--- config.mk ---
export PLATFORM = sky130hd
export DESIGN_NAME = seg_addr_gen
export DESIGN_NICKNAME = d
export VERILOG_FILES = /design/src/rtl/seg_addr_gen.sv
export SDC_FILE = /design/constraint.sdc
export NUM_CORES = 1
export LEC_CHECK = 0
export BUFFER_PORTS_ARGS = -buffer_cell sky130_fd_sc_hd__buf_2
export CAP_MARGIN = 20
export CORE_ASPECT_RATIO = 1.5
export CORE_MARGIN = 3
export CORE_UTILIZATION = 45
export CTS_BUF_LIST = sky130_fd_sc_hd__clkbuf_8
export DETAILED_ROUTE_END_ITERATION = 16
export GPL_ROUTABILITY_DRIVEN = 0
export PLACE_DENSITY = 0.74
export SYNTH_ARGS = -nofsm -noshare
export SYNTH_HDL_FRONTEND = slang
export SYNTH_SLANG_ARGS = --single-unit
--- constraint.sdc ---
create_clock -name clk -period 4.2 [get_ports clk]
set_input_delay 0.21 -clock clk [delete_from_list [all_inputs] [get_ports clk]]
set_output_delay 0.21 -clock clk [all_outputs]
set_load 0.1 [all_outputs]
--- src/rtl/seg_addr_gen.sv ---
module seg_addr_gen #(
  parameter int SEG_W = 16,
  parameter int OFF_W = 16,
  parameter int SHIFT = 4,
  parameter int NSEG = 4,
  parameter logic [SEG_W-1:0] CODE_RESET = 16'hFFFF
) (
  input  logic clk,
  input  logic rst_n,
  input  logic wr_en,
  input  logic [$clog2(NSEG)-1:0] wr_sel,
  input  logic [SEG_W-1:0] wr_data,
  input  logic req,
  input  logic [1:0] req_kind,
  input  logic ovr_en,
  input  logic [$clog2(NSEG)-1:0] ovr_sel,
  input  logic [OFF_W-1:0] offset,
  output logic [SEG_W+SHIFT-1:0] addr,
  output logic addr_valid
);
  localparam int ADDR_W = SEG_W + SHIFT;
  localparam int SEL_W = $clog2(NSEG);
  localparam logic [SEL_W-1:0] IDX_CODE = 0;
  localparam logic [SEL_W-1:0] IDX_DATA = 1;
  localparam logic [SEL_W-1:0] IDX_STACK = 3;
  localparam logic [1:0] KIND_FETCH = 2'b00;
  localparam logic [1:0] KIND_STACK = 2'b10;

  logic [NSEG-1:0][SEG_W-1:0] segs;
  logic [SEL_W-1:0] use_sel;
  logic [ADDR_W-1:0] lin;

  always_ff @(posedge clk or negedge rst_n) begin
    if (!rst_n) begin
      for (int i = 0; i < NSEG; i++)
        segs[i] <= (i == int'(IDX_CODE)) ? CODE_RESET : '0;
    end else if (wr_en) begin
      segs[wr_sel] <= wr_data;
    end
  end

  assign use_sel = (req_kind == KIND_FETCH) ? IDX_CODE :
                   ovr_en                   ? ovr_sel :
                   (req_kind == KIND_STACK) ? IDX_STACK : IDX_DATA;

  assign lin = ({{(ADDR_W-SEG_W){1'b0}}, segs[use_sel]} << SHIFT)
             + {{(ADDR_W-OFF_W){1'b0}}, offset};

  always_ff @(posedge clk or negedge rst_n) begin
    if (!rst_n) begin
      addr <= '0;
      addr_valid <= 1'b0;
    end else begin
      addr_valid <= req;
      if (req) addr <= lin;
    end
  end
endmodule

# ---- Yosys cells after proc, flatten, opt, wreduce, memory -nomap -nowiden
# Cells that the tools add are included.
dict set report totals {
  regBits 85
  latchBits 0
  ram_bits 0
  mem_bits_ro 0
  out_inout_bits 21
  word_cells 21
  n_memories 0
}
dict set report op_classes {
  addsub 1
  multipliers 0
  div_mod_pow 0
  n_lt_le_gt_ge 3
  eq_ne 1
  shifts 0
  muxes 8
  bitwise_logic 0
  reduce_logical 2
}
# operator count
set ops {}
lappend ops {{bitwise mux 64 bit} 1}
lappend ops {{binary-select mux 16 bit (select 2 bit)} 1}
lappend ops {{demux 16 bit (select 2 bit)} 1}
lappend ops {{two-way mux 16 bit} 2}
lappend ops {{adder 20 x 16 -> 20 bit} 1}
lappend ops {{< comparator 2 x 3 -> 1 bit (second input constant)} 2}
lappend ops {{two-way mux 2 bit} 3}
lappend ops {{equality test 2 bit (second input constant)} 1}
lappend ops {{greater-or-equal comparator 2 x 1 -> 1 bit (second input constant)} 1}
lappend ops {{zero test 2 bit} 1}
lappend ops {{logical AND 1 bit} 1}

# ---- Logic depth before layout (Yosys ltp)
# Gate-level depths: netlist (run 1).
dict set report depth {
  ltp_word 7
  ltp_mapped 16
}

# ---- Worst setup path after synthesis (run 1)
# Ideal clock, no wire load.
dict set report synth_timing {
  path_kind {in2reg}
  from {in req_kind[1]}
  to {reg addr[16]}
  setup_ns 0.125
  t_arrival_ns 3.087
  required_ns 4.075
  setup_slack_ns 0.988
  stages 14
  cell_sequence {nor2_1 -> nor2_1 -> buf_2 -> clkbuf_1 -> a211oi_1 -> a21oi_1 -> ha_1 -> fa_1 -> a21oi_1 -> o2111ai_1 -> a211o_1 -> a21oi_1 -> xor2_1 -> mux2_2}
}
dict set report synth_via {
  elab_chain_cells 7
  elab_cells_between_ends 8
  classes_between {add/sub (1); eq/ne (1); mux (5); reduce/logical (1)}
}
# element line_no
set synth_rtl {}
lappend synth_rtl {{start, declared} 14} ;# input logic [1:0] req_kind,
lappend synth_rtl {{equality test 2 bit} 44} ;# (req_kind == KIND_STACK) ? IDX_STACK : IDX_DATA;
lappend synth_rtl {{two-way mux 2 bit} 44}
lappend synth_rtl {{two-way mux 2 bit} 43} ;# ovr_en ? ovr_sel :
lappend synth_rtl {{two-way mux 2 bit (*)} 42} ;# assign use_sel = (req_kind == KIND_FETCH) ? IDX_CODE :
lappend synth_rtl {{binary-select mux 16 bit (select 2 bit) (*)} 46} ;# assign lin = ({{(ADDR_W-SEG_W){1'b0}}, segs[use_sel]} << SHIFT)
lappend synth_rtl {{two-way mux 16 bit (implied by the code) (*)} 46}
lappend synth_rtl {{adder 20 x 16 -> 20 bit (*)} 47} ;# + {{(ADDR_W-OFF_W){1'b0}}, offset};
lappend synth_rtl {{end signal, assigned} 55} ;# if (req) addr <= lin;
lappend synth_rtl {{end, declared} 18} ;# output logic [SEG_W+SHIFT-1:0] addr,
# Mark *: on every way between the ends. The rest lies on a longest branch, timed or not. The select of a mux whose other input is x is not followed.
# A chain may end at the register's enable or synchronous reset.

# ---- Worst setup path after layout (run 1)
dict set report layout_timing {
  from {in ovr_en}
  to {reg addr[18]}
}
dict set report layout_via {
  elab_chain_cells 5
}
# element line_no
set layout_rtl {}
lappend layout_rtl {{start, declared} 15} ;# input logic ovr_en,
lappend layout_rtl {{two-way mux 2 bit} 43}
lappend layout_rtl {{two-way mux 2 bit} 42}
lappend layout_rtl {{binary-select mux 16 bit (select 2 bit)} 46}
lappend layout_rtl {{two-way mux 16 bit (implied by the code)} 46}
lappend layout_rtl {{adder 20 x 16 -> 20 bit} 47}
# No other way between the ends. The select of a mux whose other input is x is not followed.

==> run summary, run 1 <==
Outcome -> finished, final reports clean
Shortest period the worst path allows -> 3.14 ns
# setup viols final -> 0
Most common cell after layout, fill and taps aside -> mux2_2
Starting density of the core -> 0.470
Crit-path slowest cell -> o2111ai_1
Worst-path fanout max -> 31
Final Util -> 0.547
# resized after CTS -> 0
DRC Markers -> 0
GR Layer Usage met2 -> 0.289
Clk buf depth -> 2
Global-route wire length before repair -> 13.8 mm
Fraction of layout cells with a size suffix above 1 -> 0.452
Pwr Density -> 609 mW/mm^2
Critical path depth -> 16
Final non-filler cell area -> 0.00494 sq mm
Async SR Flop Fraction -> 1.00
CTS tree -> yes
RSZ-0062 raised after global routing -> no
DP Area -> 0.00467 sq mm
Top_reg_cell synth -> dfrtp_1
Leakage -> 2.18 nW
Vias/cell -> 5.42
Worst Tran Pin Value -> 0.937 ns
Number of library cell types mapped by synthesis -> 34
Cell family with most CP delay -> compound AO/OA/AOI/OAI gates
Critical path type -> input port to flop
Sum of negative setup slack -> 0 ns
CTS Buf Count -> 9
Syn Inst Count -> 337
ANT nets after route -> 0
Worst-path clk slew -> 0.08 ns
Via count -> 2802
DRC marker count from the first detailed-route iteration -> 81
Wirelength per Cell -> 16.3 microns
Sequential share of the synthesized area -> 0.505
H-tree depth -> 3
Gr busiest metal -> met2
Die X -> 85.3 microns
First-pass iteration count of the detailed router -> 4
Switching Power -> 0.00123 W
Hpwl dp -> 6.05 mm
Max cap viols -> 0
WL final -> 8.45 mm
Area grow syn2layout -> 16.3%
Relative slew slack -> 0.374
Clock root cell -> clkbuf_8
Ant diodes -> 0
Seq pwr share -> 0.371
Syn. warnings -> 0
Setup crit end kind -> flop
Flops & latches, synth -> 85
Hold depth -> 2
Peak supply drop -> 0.465 mV
Met3 usage -> 0.0224
Critical Path RT -> 4.42 ns
Crit share post-route -> 0.749
Skew final -> 0.0106 ns
# rows -> 42
I/O Buffers -> 63
Avg Synthesized Cell Area -> 12.6 sq um
Initial antenna violation count -> 0
Commonest non-fill, non-tap cells in the layout -> mux2_2 (81), dfrtp_1 (69), buf_2 (62), a21oi_1 (29), mux2i_1 (19)
EDFF count, synth -> 0
Switching Share -> 0.409
Int Pwr -> 0.00178 W
Clk pwr share -> 0.229
Vias in the first global route -> 2894
Die area -> 0.0107 sq mm
DIE HEIGHT -> 125 microns
CP arrival -> 3.36 ns
Worst-case reg-to-reg path depth -> 11
CTS Sinks -> 85
Largest net degree at the start of global routing -> 86
Startpoint Class -> input port
Hold WC Path Type -> input port to flop
CP max stage delay -> 0.43 ns
Worst skew pair latency -> 0.36 ns
Pins Over Slew Limit -> 0
Core area -> 0.00904 sq mm
Post-CTS Setup Bufs -> 0
Worst Path Buf+Inv -> 2
Comb pwr share -> 0.400
GRT Resource Usage Total -> 0.165
Cell mode on critical path -> a21oi_1
Total power -> 0.00301 W
Critical-path cell list -> buf_2, nor2_1, a21oi_1, nor2_4, buf_4, nor2b_1, a211oi_1, a21oi_1, ha_1, nand3_1, o2111ai_1, a211o_1, a21oi_1, nor3_1, xor2_1, a21oi_1
Hold Vio Cnt, Final -> 0
GR Util met1 -> 0.191
Hold-fix buffers, CTS -> 0
Mapped Area -> 0.00425 sq mm
Mapped Nets -> 394
Gr ovfl total -> 0
Fmax -> 0.318 GHz
Nets -> 459
Ports -> 64
-- cell usage after synthesis, types with 6 or more instances --
cell type  count  area share
nor2b_1       12       0.018
a21oi_1       29       0.034
o21ai_0        9       0.011
dfrtp_1       69        0.41
dfstp_2       16       0.099
xor2_1         7       0.014
mux2_2        81        0.21
a211oi_1      15       0.027
inv_1          6      0.0053
ha_1          13       0.038
xnor2_1        6       0.012
nor2_1        15       0.013
clkbuf_1      10      0.0088
mux2i_1       19       0.045
-- routing by layer --
metal  up-vias  wire, microns
met5         -              0
met4         0            222
met3        14            233
met2        47           4550
met1      1391           3440
li1       1350              -
-- final timing paths --
check | from | to | slack [ns]
min in group asynchronous | rst_n | segs[47] | 0.37
setup reg to reg | segs[1] | addr[17] | 1.14
max in group asynchronous | rst_n | segs[11] | 3.16
hold / removal | offset[3] | addr[3] | 0.09
hold reg to reg | addr[8] | addr[8] | 0.51
setup / recovery | ovr_en | addr[18] | 1.06
-- power by group through the flow --
stage | combinational (W) | clock, W | sequential, W
finish | 0.00120 | 0.000688 | 0.00112
global route | 0.00128 | 0.000734 | 0.00114
CTS | 0.00121 | 0.000710 | 0.00112
detailed placement | 0.00121 | 0 | 0.00114
global placement | 0.00119 | 0 | 0.00112
floorplan | 0.000466 | 0 | 0.00163
-- sequential cells by signal, indices dropped and copies added (netlist names) --
| name | count |
|---|---|
| segs | 64 |
| addr | 20 |
| addr_valid | 1 |
-- per-stage QoR --
step / instances / hold slack [ns] / worst slack [ns]
6_report: 517 / 0.0908 / 1.06
4_1_cts: 515 / 0.0642 / 1.02
2_1_floorplan: 337 / -0.0856 / 0.988
3_3_place_gp: 499 / 0.444 / 0.691
5_1_grt: 517 / 0.0778 / 0.744
3_5_place_dp: 499 / 0.449 / 0.650
-- kinds of logic (layout without fill, tap and decap cells) --
| family | after synthesis | count (layout) | share of synthesized area |
|---|---|---|---|
| AND/OR/NAND/NOR | 42 | 42 | 0.0524 |
| multiplexers | 101 | 101 | 0.263 |
| adder cells (fa/ha/maj) | 14 | 14 | 0.0430 |
| AO/OA/AOI/OAI | 62 | 62 | 0.0895 |
| XOR/XNOR | 13 | 13 | 0.0268 |
| flip-flops | 85 | 85 | 0.505 |
| buffers and inverters | 20 | 90 | 0.0200 |
-- area by class of cell --
class	count	area, sq um
clock buffer	9	124
clock inverter	7	115
fill	777	4100
inverter	6	22.5
multi-input combinational	232	2020
sequential	85	2150
tap	110	138
timing repair buffer	68	370
Note: power is estimated with default switching activity, not from simulation.
==> inputs of run 2 (changes only) <==
--- a/config.mk
+++ b/config.mk
@@ -13,7 +13,7 @@
 export CTS_BUF_LIST = sky130_fd_sc_hd__clkbuf_8
 export DETAILED_ROUTE_END_ITERATION = 16
 export GPL_ROUTABILITY_DRIVEN = 0
-export PLACE_DENSITY = 0.74
+export PLACE_DENSITY = 0.77
 export SYNTH_ARGS = -nofsm -noshare
 export SYNTH_HDL_FRONTEND = slang
 export SYNTH_SLANG_ARGS = --single-unit
==> constraint.sdc (replaced) <==
create_clock -name clk -period 2.7 [get_ports clk]
set_input_delay 0.135 -clock clk [delete_from_list [all_inputs] [get_ports clk]]
set_output_delay 0.135 -clock clk [all_outputs]
set_load 0.1 [all_outputs]
==> run summary, run 2 (synthesis results as in run 1) <==
DRC Markers -> 0 (unchanged)
Final cell count without fillers -> 559 (+8.1%)
Outcome -> finished, final reports clean
Met2 WL -> 5.00 mm (+10%)
Reg2Reg Setup Slack -> 0.07 ns (-1.07 ns)
Met3 WL -> 389 microns (+67%)
Via count -> 3015 (+7.6%)
Hold path start -> wr_data[5]
Die X -> 85.3 microns (unchanged)
Worst Tran Pin Value -> 0.563 ns (-0.374 ns)
DP Area -> 0.00501 sq mm (+7.3%)
Worst-path fanout max -> 8 (-74%)
Skew final -> 0.0144 ns (+0.00384 ns)
Vias in the first global route -> 3232 (+12%)
Hold Vio Cnt, Final -> 0 (unchanged)
Worst skew pair latency -> 0.36 ns (about the same)
CTS tree -> yes
WL final -> 9.24 mm (+9.4%)
Vias/cell -> 5.39 (-0.48%)
CTS Buf Count -> 9 (unchanged)
Clock root cell -> clkbuf_8
Hold depth -> 2 (unchanged)
Peak supply drop -> 0.832 mV (+79%)
GRT Resource Usage Total -> 0.181 (+0.0161)
Worst-case reg-to-reg path depth -> 11 (unchanged)
Final non-filler cell area -> 0.00543 sq mm (+9.9%)
Hold WC Path Type -> input port to flop
Setup crit end kind -> flop
DIE HEIGHT -> 125 microns (unchanged)
Core area -> 0.00904 sq mm (unchanged)
Crit share post-route -> 0.975
Pwr Density -> 885 mW/mm^2 (+45%)
# setup viols final -> 0 (unchanged)
Most flops, register -> segs
Register area -> 0.00215 sq mm (unchanged)
Nets -> 501 (+9.2%)
ANT nets after route -> 0 (unchanged)
Leakage -> 2.42 nW (+11%)
Fraction of layout cells with a size suffix above 1 -> 0.550 (+0.0980)
Area grow syn2layout -> 27.8%
Starting density of the core -> 0.470 (unchanged)
Layout filler cell count -> 730 (-6.0%)
Hold WS -> 0.0460 ns (-0.0449 ns)
Wirelength per Cell -> 16.5 microns (+1.1%)
Met1 WL -> 3.64 mm (+5.8%)
First-pass iteration count of the detailed router -> 4 (unchanged)
Shortest period the worst path allows -> 2.63 ns
Relative slew slack -> 0.625 (+0.251)
Largest net degree at the start of global routing -> 86 (unchanged)
Most common cell after layout, fill and taps aside -> mux2_2
Global-route wire length before repair -> 15.2 mm (+9.9%)
Initial antenna violation count -> 0 (unchanged)
RR Startpoint -> segs[0]
DRC marker count from the first detailed-route iteration -> 125 (+54%)
DP Worst Slack -> -0.352 ns (-1.00 ns)
CTS Sinks -> 85 (unchanged)
Max cap viols -> 0 (unchanged)
Die area -> 0.0107 sq mm (unchanged)
Launch point of the critical path -> ovr_en
Gr ovfl total -> 0 (unchanged)
Largest regs -> segs (64), addr (20), addr_valid (1)
RSZ-0062 raised after global routing -> yes
Ports -> 64 (unchanged)
Top layer in use -> met4
H-tree depth -> 3 (unchanged)
Inst Count DP -> 534 (+7.0%)
Number of flip-flops in the largest register -> 64 (unchanged)
Critical Path RT -> 2.94 ns (-1.48 ns)
Pins Over Slew Limit -> 0 (unchanged)
Clk buf depth -> 2 (unchanged)
Hpwl dp -> 6.53 mm (+7.8%)
Final WS setup -> 0.0669 ns (-0.989 ns)
Ant diodes -> 0 (unchanged)
Commonest non-fill, non-tap cells in the layout -> mux2_2 (80), dfrtp_1 (69), buf_2 (60), buf_4 (40), a21oi_1 (21)
# rows -> 42 (unchanged)
Multi-input logic area -> 0.00217 sq mm (+7.0%)
I/O Buffers -> 63 (unchanged)
Startpoint Class -> input port
Fmax -> 0.380 GHz
CP arrival -> 2.88 ns (-0.48 ns)
Critical path type -> input port to flop
Worst-path clk slew -> 0.08 ns (about the same)
-- run 2: final cells by class --
class / instances / area share
Clock buffer: 12 / 0.0304
Clock inverter: 4 / 0.00830
Inverter: 6 / 0.00415
Multi-Input combinational cell: 232 / 0.399
Sequential cell: 85 / 0.395
Tap cell: 110 / 0.0254
Timing Repair Buffer: 110 / 0.137
-- run 2: path summary, 6_finish.rpt --
kind | end
setup / recovery | addr[16]
hold / removal | segs[37]
setup reg to reg | addr[16]
hold reg to reg | addr[10]
max in group asynchronous | segs[13]
min in group asynchronous | segs[51]
-- run 2: per-layer routing --
metal / vias up / GRT usage
li1: 1437 / -
met1: 1510 / 0.208
met2: 53 / 0.321
met3: 15 / 0.0402
met4: 0 / 0.0764
met5: - / 0
-- run 2: through the flow --
step                total power (W)  TNS (ns)  utilization
global placement            0.00375     -1.44        0.555
global route                0.00504    -0.310        0.601
floorplan                   0.00331  -0.00730            -
CTS                         0.00476         0        0.583
detailed placement          0.00381     -2.14        0.555
finish                      0.00480         0        0.601
-- run 2: timing repair --
action	CTS	global route
hold buffers	4	1
gates resized for setup	1	23
buffers inserted	1	2
endpoints found under the setup margin	2	7
pin swaps	0	9
endpoints found under the hold margin	4	19
-- run 2: critical path, stage by stage --
cell and delay, ns:
buf_4 0.12, nor2_4 0.04, a21oi_4 0.13, nor2_4 0.05, buf_12 0.14, buf_6 0.14, a211oi_4 0.24, a21oi_2 0.05
ha_2 0.21, fa_2 0.41, a21oi_2 0.16, o2111ai_2 0.18, a211o_1 0.31, a21oi_2 0.19, xor2_1 0.09, mux2_4 0.26
-- run 2: power breakdown --
part	switching, W	leakage (nW)	total (W)	internal (W)
Sequential	0.000143	0.979	0.00174	0.00160
Clock	0.000444	0.112	0.000943	0.000499
Combinational	0.00140	1.33	0.00212	0.000726
==> inputs of run 3 (changes only) <==
--- a/config.mk
+++ b/config.mk
@@ -13,7 +13,7 @@
 export CTS_BUF_LIST = sky130_fd_sc_hd__clkbuf_8
 export DETAILED_ROUTE_END_ITERATION = 16
 export GPL_ROUTABILITY_DRIVEN = 0
-export PLACE_DENSITY = 0.77
+export PLACE_DENSITY = 0.76
 export SYNTH_ARGS = -nofsm -noshare
 export SYNTH_HDL_FRONTEND = slang
 export SYNTH_SLANG_ARGS = --single-unit
==> run summary, run 3 (synthesis results as in run 1) <==
Hold WC Path Type -> input port to flop
Total power -> 0.00478 W (-0.60%)
Fmax -> 0.365 GHz (-3.9%)
Final WS setup -> -0.0405 ns (-0.107 ns)
Global-route wire length before repair -> 14.8 mm (-2.6%)
DIE HEIGHT -> 125 microns (unchanged)
WHS Endpoint -> addr[3]
Clock root cell -> clkbuf_8
Vias in the first global route -> 3255 (+0.71%)
RR Startpoint -> segs[0]
Via count -> 2919 (-3.2%)
Gr ovfl total -> 0 (unchanged)
Inst Count DP -> 534 (unchanged)
DRC marker count from the first detailed-route iteration -> 109 (-13%)
# setup viols final -> 2 (+2)
Sum of negative setup slack -> -0.0717 ns (-0.0717 ns)
Critical path type -> flop to flop
ANT nets after route -> 0 (unchanged)
Final non-filler cell area -> 0.00535 sq mm (-1.4%)
Nets -> 499 (-0.40%)
Hold depth -> 2 (unchanged)
Violated checks -> setup timing
Peak supply drop -> 0.845 mV (+1.5%)
Crit share post-route -> 1.02 (+0.0398)
Layout filler cell count -> 727 (-0.41%)
Worst Tran Pin Value -> 0.538 ns (-0.0248 ns)
Area grow syn2layout -> 25.9%
Worst-path clk slew -> 0.08 ns (about the same)
Core area -> 0.00904 sq mm (unchanged)
Clk buf depth -> 2 (unchanged)
Initial antenna violation count -> 0 (unchanged)
Commonest non-fill, non-tap cells in the layout -> mux2_2 (80), dfrtp_1 (69), buf_2 (62), buf_4 (40), a21oi_1 (23)
First-pass iteration count of the detailed router -> 4 (unchanged)
Outcome -> complete, but fails checks
CTS Buf Count -> 9 (unchanged)
Hold WS -> 0.0227 ns (-0.0232 ns)
RSZ-0062 raised after global routing -> yes
# rows -> 42 (unchanged)
Ant diodes -> 0 (unchanged)
CTS tree -> yes
Worst r2r dst -> addr[18]
Reg2Reg Setup Slack -> -0.04 ns (-0.11 ns)
Largest regs -> segs (64), addr (20), addr_valid (1)
Wirelength per Cell -> 15.7 microns (-5.0%)
Hold path start -> offset[3]
Final cell count without fillers -> 557 (-0.36%)
Most common cell after layout, fill and taps aside -> mux2_2
Worst skew pair latency -> 0.35 ns (about the same)
H-tree depth -> 3 (unchanged)
Worst-case reg-to-reg path depth -> 12 (+1)
Hpwl dp -> 6.27 mm (-3.9%)
Starting density of the core -> 0.470 (unchanged)
Pins Over Slew Limit -> 0 (unchanged)
GRT Resource Usage Total -> 0.174 (-0.00722)
Relative slew slack -> 0.641 (+0.0166)
Die X -> 85.3 microns (unchanged)
Max cap viols -> 0 (unchanged)
Number of flip-flops in the largest register -> 64 (unchanged)
Vias/cell -> 5.24 (-2.8%)
Setup crit end kind -> flop
Shortest period the worst path allows -> 2.74 ns (+0.107 ns)
DP Area -> 0.00501 sq mm (unchanged)
Worst-path fanout max -> 3 (-5)
WL final -> 8.74 mm (-5.3%)
I/O Buffers -> 63 (unchanged)
Hold Vio Cnt, Final -> 0 (unchanged)
Largest net degree at the start of global routing -> 86 (unchanged)
Most flops, register -> segs
Leakage -> 2.39 nW (-1.3%)
Pwr Density -> 893 mW/mm^2 (+0.85%)
Die area -> 0.0107 sq mm (unchanged)
CTS Sinks -> 85 (unchanged)
Startpoint Class -> flop
CP arrival -> 2.96 ns (+0.08 ns)
Ports -> 64 (unchanged)
Skew final -> 0.00749 ns (-0.00690 ns)
Critical Path RT -> 2.92 ns (-0.02 ns)
Fraction of layout cells with a size suffix above 1 -> 0.537 (-0.0132)
DRC Markers -> 0 (unchanged)
## run 3: changes by cell type in the layout (fill, tap and decap cells not counted), moves of 2 or more
cell and delta:
clkbuf_8 -3, buf_2 +2, a211oi_1 +2, a21oi_1 +2, a21oi_2 -2, dlygate4sd3_1 -2
clkinvlp_4 +2
## run 3: power breakdown
part / switching [W] / internal (W)
logic: 0.00137 / 0.000708
registers: 0.000142 / 0.00160
clock network: 0.000444 / 0.000515
## run 3: worst max path at each step
stage | startpoint | endpoint | slack [ns] | cells after the start
after floorplan | ovr_sel[1] | addr[16] | -0.007 | 14
after global placement | ovr_en | addr[18] | -0.26 | 17
after detailed placement | ovr_en | addr[18] | -0.33 | 17
after CTS | segs[0] | addr[18] | -0.02 | 12
after global routing | segs[0] | addr[18] | -0.14 | 12
final | segs[0] | addr[18] | -0.04 | 12
## run 3: layout make-up
class                           instances  area [sq um]  share of cell area
Sequential cell                        85          2150               0.401
Tap cell                              110           138              0.0257
Timing Repair Buffer                  108           699               0.131
Clock buffer                            9           124              0.0231
Inverter                                6          22.5             0.00421
Clock inverter                          7          90.1              0.0168
Multi-Input combinational cell        232          2130               0.398
## run 3: critical path, cell delays in order (launching register included)
cell	delay [ns]
dfstp_2	0.39
nor2b_4	0.12
a211oi_2	0.22
a21oi_2	0.07
ha_2	0.20
fa_2	0.36
a21oi_2	0.18
o2111ai_2	0.20
a211o_1	0.34
a21oi_2	0.19
nor3_2	0.06
xor2_1	0.20
a21oi_1	0.09
## run 3: stage by stage
step / util / setup slack (ns)
global route: 0.592 / -0.145
finish: 0.592 / -0.0405
global placement: 0.555 / -0.264
detailed placement: 0.555 / -0.330
CTS: 0.582 / -0.0166
floorplan: - / -0.00730
## run 3: per-layer routing
metal / global-route usage / vias up / wire length, microns
met2: 0.322 / 49 / 4850
met3: 0.0375 / 12 / 331
met1: 0.189 / 1430 / 3410
li1: - / 1428 / -
met5: 0 / - / 0
met4: 0.0690 / 0 / 154
## run 3: repair_timing
action,CTS,global route
endpoints found under the hold margin,24,0
setup buffers,0,3
setup endpoints to repair,1,7
cloned,0,0
pin swaps,0,14
resized for setup,1,9
hold buffers,3,0
